File: src/rtl/wordneg_pkg.sv
package wordneg_pkg;
  localparam int FLAG_C = 0;
  localparam int FLAG_V = 1;
  localparam int FLAG_Z = 2;
  localparam int FLAG_N = 3;
  localparam int FLAG_U = 4;
  localparam int FLAG_E = 5;
  localparam int NFLAGS = 6;

  typedef enum logic [2:0] {
    ST_IDLE,
    ST_READ,
    ST_CAPT,
    ST_WRITE,
    ST_DONE
  } seq_t;

  // packed msb..lsb so that the struct lines up with status bits 5..0
  typedef struct packed {
    logic e;
    logic u;
    logic n;
    logic z;
    logic v;
    logic c;
  } ccr_t;
endpackage

File: src/rtl/wordneg_flags.sv
module wordneg_flags
  import wordneg_pkg::*;
#(
  parameter int DATA_W  = 16,
  parameter int GUARD_W = 4
) (
  input  logic [DATA_W-1:0] operand_i,
  output logic [DATA_W-1:0] result_o,
  output ccr_t              flags_o
);
  localparam int EXT_W = DATA_W + GUARD_W;

  logic [EXT_W-1:0]   widened;
  logic [EXT_W-1:0]   diff;
  logic [GUARD_W:0]   top_bits;

  always_comb begin
    widened  = {{GUARD_W{operand_i[DATA_W-1]}}, operand_i};
    diff     = '0 - widened;
    result_o = diff[DATA_W-1:0];
    top_bits = diff[EXT_W-1:DATA_W-1];

    flags_o.e = !((&top_bits) || (~|top_bits));
    flags_o.u = (diff[DATA_W-1] == diff[DATA_W-2]);
    flags_o.n = result_o[DATA_W-1];
    flags_o.z = ~|result_o;
    // 0 - x overflows only when x and the result are both negative
    flags_o.v = operand_i[DATA_W-1] & result_o[DATA_W-1];
    flags_o.c = |operand_i;
  end
endmodule

File: src/rtl/wordneg_ctrl.sv
module wordneg_ctrl
  import wordneg_pkg::*;
(
  input  logic clk,
  input  logic rst,
  input  logic start_i,
  output logic accept_o,
  output logic capt_o,
  output logic wr_o,
  output logic busy_o,
  output logic done_o,
  output logic we_o
);
  seq_t st;

  assign accept_o = (st == ST_IDLE) && start_i;
  assign capt_o   = (st == ST_CAPT);
  assign wr_o     = (st == ST_WRITE);

  always_ff @(posedge clk) begin
    if (rst) begin
      st     <= ST_IDLE;
      busy_o <= 1'b0;
      done_o <= 1'b0;
      we_o   <= 1'b0;
    end else begin
      done_o <= 1'b0;
      we_o   <= 1'b0;
      case (st)
        ST_IDLE: if (start_i) begin
          st     <= ST_READ;
          busy_o <= 1'b1;
        end
        ST_READ:  st <= ST_CAPT;
        ST_CAPT:  st <= ST_WRITE;
        ST_WRITE: begin
          st   <= ST_DONE;
          we_o <= 1'b1;
        end
        ST_DONE: begin
          st     <= ST_IDLE;
          busy_o <= 1'b0;
          done_o <= 1'b1;
        end
        default: st <= ST_IDLE;
      endcase
    end
  end
endmodule

File: src/rtl/wordneg_unit.sv
module wordneg_unit
  import wordneg_pkg::*;
#(
  parameter int AW   = 8,
  parameter int SR_W = 16
) (
  input  logic            clk,
  input  logic            rst,
  input  logic            start_i,
  input  logic [AW-1:0]   addr_i,
  input  logic [SR_W-1:0] sr_i,
  output logic            busy_o,
  output logic            done_o,
  output logic [SR_W-1:0] sr_o,
  output logic [AW-1:0]   mem_addr_o,
  input  logic [15:0]     mem_rdata_i,
  output logic [15:0]     mem_wdata_o,
  output logic            mem_we_o
);
  localparam int DATA_W = 16;
  localparam int KEEP_W = SR_W - NFLAGS;

  logic              accept, capt, wr;
  logic [SR_W-1:0]   sr_q;
  logic [DATA_W-1:0] op_q;
  logic [DATA_W-1:0] neg_res;
  ccr_t              neg_flags;

  wordneg_ctrl u_ctrl (
    .clk      (clk),
    .rst      (rst),
    .start_i  (start_i),
    .accept_o (accept),
    .capt_o   (capt),
    .wr_o     (wr),
    .busy_o   (busy_o),
    .done_o   (done_o),
    .we_o     (mem_we_o)
  );

  wordneg_flags #(.DATA_W(DATA_W), .GUARD_W(4)) u_flags (
    .operand_i (op_q),
    .result_o  (neg_res),
    .flags_o   (neg_flags)
  );

  always_ff @(posedge clk) begin
    if (rst) begin
      mem_addr_o  <= '0;
      sr_q        <= '0;
      op_q        <= '0;
      mem_wdata_o <= '0;
      sr_o        <= '0;
    end else begin
      if (accept) begin
        mem_addr_o <= addr_i;
        sr_q       <= sr_i;
      end
      if (capt) op_q <= mem_rdata_i;
      if (wr) begin
        mem_wdata_o <= neg_res;
        sr_o        <= {sr_q[SR_W-1:NFLAGS], neg_flags};
      end
    end
  end

  if (KEEP_W < 0) begin : g_bad_width
    initial $error("status word narrower than flag field");
  end
endmodule

File: config.mk
export PLATFORM = sky130hd
export DESIGN_NAME = wordneg_unit
export DESIGN_NICKNAME = d
export VERILOG_FILES = /design/src/rtl/wordneg_pkg.sv /design/src/rtl/wordneg_flags.sv /design/src/rtl/wordneg_ctrl.sv /design/src/rtl/wordneg_unit.sv
export SDC_FILE = /design/constraint.sdc
export NUM_CORES = 1
export LEC_CHECK = 0
export ABC_AREA = 1
export BUFFER_PORTS_ARGS = -buffer_cell sky130_fd_sc_hd__buf_2
export CORE_MARGIN = 3
export CORE_UTILIZATION = 48
export DETAILED_ROUTE_END_ITERATION = 10
export PLACE_DENSITY = 0.81
export SLEW_MARGIN = 20
export SYNTH_ARGS = -nofsm -noshare
export SYNTH_HDL_FRONTEND = slang
export SYNTH_HIERARCHICAL = 1
export SYNTH_SLANG_ARGS = --single-unit
File: constraint.sdc
create_clock -name clk -period 1.95 [get_ports clk]
set_input_delay 0.2925 -clock clk [delete_from_list [all_inputs] [get_ports clk]]
set_output_delay 0.2925 -clock clk [all_outputs]
set_load 0.01 [all_outputs]
==> out/metrics.cfg <==
[clock_tree]
clock_path_buffers = 2
clk_latency_ps = 350
numCtsBuffers = 9
clkTransAtPathRegs_ps = 80
clock_sinks = 72
h-tree-depth = 3
cts_tree = yes
ctsHoldBuffers = 0
cts_root_buffer = clkbuf_8

[timing]
fin_crit_ps = 2000
tightestPinTransition_ps = 384
max_freq_mhz = 501
hold_viol_final = 0
maxSlewViolCount = 0
setup_viol = 2
finalCritPeriodShare = 1.02
max_slew_margin = 0.741
rsz0062_at_grt = true
fin_ws_ps = -46.0
finalClockSkew_ps = 12.3

[critical_path]
cpMaxStageDelayCell = dfxtp_2
crit_path_max_incr_delay_ps = 320
start_kind = flop
required_ps = 2230
crit_fanout = 3
worstPathCellList = inv_2 -> ha_4 -> nand2_2 -> nor2_4 -> nand2_2 -> inv_2 -> nand3_2 -> nand2_2 -> ha_1 -> nand2_1 -> nor2_1 -> nand3_1 -> nor2_1 -> nand2_1 -> nor2_1 -> inv_1 -> nand2_1 -> nand2_1 -> nor2_1
end_kind = flop
crit_end = sr_o[2]$_SDFFE_PP0P_
worstSetupPathType = flop to flop
reg2reg_depth = 19
r2r-start = op_q[1]$_SDFFE_PP0P_
cp-startpoint = op_q[1]$_SDFFE_PP0P_
r2r-end = sr_o[2]$_SDFFE_PP0P_
r2r_slack_ps = -50
worstPathArrival_ps = 2270

[hold_path]
hold_class = input port to flop

[synthesis]
synth_nets = 616
yosys.area.top_type = dfxtp_1
yosysWarnings = 6
seq_area_frac_synth = 0.406
syn_avg_cell_area_um2 = 6.25
synth_flop_cell = dfxtp_1
async_reset_ff_frac = 0
postSynthCellCount = 569
synth_edf_count = 0
synthTopCellsByCount = nand2_1 (180), nor2_1 (157), inv_1 (96)
synth-seq-cells = 72
synth_top_area_frac = 0.406
ys_top_cells_by_area = dfxtp_1 (41%), nand2_1 (19%), nor2_1 (17%), inv_1 (10%), buf_6 (4.4%)
netlist_area_um2 = 3550
synth.most_common_cell = nand2_1
ys_types = 20

[routing]
ant_nets = 0
drc = 0
wire_per_inst_um = 9.80
vias = 3317
wl_um = 7590
dr.first_iter.drc_count = 120
drt_pass1_iterations = 4
viasPerCell = 4.29

[place]
io_buffer_count = 79
gp_congestion = 0.846
placedCellCount = 749
place_hpwl_um = 5500
placed_area_um2 = 4100

[pwr]
power_density_nw_per_um2 = 869
pwr-share-seq = 0.430
p_sw_frac = 0.335
power_mw = 3.83
leakage_nw = 2.45
pwr-share-comb = 0.299
p_clk_frac = 0.271
p_switching_mw = 1.28
intPower_mw = 2.54
ir_worst_vdd_mv = 0.428

[floorplan]
row_count = 30
design.core.area_um2 = 6980
die_area_um2 = 8470
die_width_um = 92.0
dieHeight_um = 92.0
start_util = 0.509
ios = 86

[finish]
fin_area_um2 = 4400
drive_gt1_frac = 0.248
nets = 720
syn2layout_area_growth_pct = 23.8
n_antenna_cell = 0
fillCellCount = 679
fin_cells = 774
multi_input_area_um2 = 1610
register_area_um2 = 1450

[grt]
grt.overflow.total = 0
grt_max_degree = 57
antenna_found_initial = 0
first_global_vias = 3029
grt.total_usage = 0.182
grt_pass1_wl_um = 12600

[outcome]
violations = negative setup slack
status = finished, violations left

[flow_run]
drv_cap = 0

-- cells in the final DEF, fill, tap and decap left out, types with 3 or more instances in the layout --
| master | n |
|---|---|
| buf_2 | 79 |
| buf_4 | 36 |
| clkbuf_8 | 9 |
| clkinvlp_4 | 3 |
| dfxtp_1 | 67 |
| dfxtp_2 | 5 |
| ha_1 | 3 |
| inv_1 | 92 |
| inv_2 | 4 |
| nand2_1 | 177 |
| nand2_2 | 9 |
| nand3_1 | 11 |
| nor2_1 | 150 |
| nor2_2 | 7 |
| nor2_4 | 7 |
| o21ai_0 | 5 |
-- registers in the layout (all words and copies together) (netlist names) --
| register | flops |
|---|---|
| op_q | 16 |
| u_ctrl/we_o | 1 |
| u_ctrl/done_o | 1 |
| sr_q | 10 |
| sr_o | 16 |
| mem_wdata_o | 16 |
| u_ctrl/busy_o | 1 |
| mem_addr_o | 8 |
| u_ctrl/st | 3 |
-- kinds of logic (layout without fill, tap and decap cells) --
family / Yosys count / after routing / synth area share
flip-flops: 72 / 72 / 0.406
AND/OR/NAND/NOR: 366 / 366 / 0.406
adder cells (fa/ha/maj): 4 / 4 / 0.0141
AO/OA/AOI/OAI: 6 / 6 / 0.00845
XOR/XNOR: 1 / 1 / 0.00247
buffers and inverters: 120 / 229 / 0.164
-- how the worst min path moves through the flow --
stage	startpoint	end	slack (ps)	depth (start not counted)
2_1_floorplan	rst	u_ctrl/busy_o$_SDFFE_PP0P_	360	1
6_report	rst	u_ctrl/st[0]$_SDFFE_PP0P_	170	2
4_1_cts	rst	u_ctrl/st[0]$_SDFFE_PP0P_	150	2
3_3_place_gp	u_ctrl/busy_o$_SDFFE_PP0P_	u_ctrl/busy_o$_SDFFE_PP0P_	450	2
3_5_place_dp	u_ctrl/busy_o$_SDFFE_PP0P_	u_ctrl/busy_o$_SDFFE_PP0P_	460	2
5_1_grt	rst	u_ctrl/st[0]$_SDFFE_PP0P_	160	2
-- power groups by stage --
stage	clock network (mW)	logic, mW	registers [mW]
finish	1.04	1.14	1.65
global route	1.13	1.32	1.66
CTS	1.07	1.07	1.64
detailed placement	0	1.02	1.67
global placement	0	1.00	1.66
floorplan	0	0.702	1.69
-- final cells by class --
type / instances / area share
repair buffers: 116 / 0.156
multi-input cells: 377 / 0.365
clock inverters: 6 / 0.0102
flip-flops and latches: 72 / 0.329
well taps: 96 / 0.0273
inverters: 97 / 0.0833
clock buffers: 10 / 0.0290
-- layer usage --
| layer | share of wire | wire length (µm) | vias to the layer above | global-route usage |
|---|---|---|---|---|
| li1 | - | - | 1831 | - |
| met1 | 0.48 | 3660 | 1406 | 0.232 |
| met2 | 0.45 | 3440 | 72 | 0.296 |
| met4 | 0.015 | 117 | 0 | 0.0829 |
| met5 | 0 | 0 | - | 0 |
| met3 | 0.048 | 366 | 8 | 0.0377 |
-- timing repair --
item | in CTS | in global routing
setup endpoints to repair | 1 | 4
setup buffers | 3 | 6
resized for setup | 11 | 13
pin swaps | 7 | 10
cloned | 0 | 0
-- stage by stage --
stage	hold WS, ps	setup WS, ps	utilization	TNS [ps]
global placement	449	-51.7	0.587	-51.7
detailed placement	455	-138	0.587	-138
floorplan	362	0.904	-	0
finish	165	-46.0	0.630	-58.6
CTS	148	-29.4	0.618	-29.4
global route	162	-240	0.630	-625
-- worst max-delay path, delay by kind of cell (launching register included) --
| family | cells | cell delay [ps] |
|---|---|---|
| AND/OR/NAND/NOR | 14 | 1140 |
| flip-flops | 1 | 320 |
| adder cells (fa/ha/maj) | 2 | 270 |
| buffers and inverters | 3 | 180 |
No activity file was read; power rests on OpenSTA's default activity.
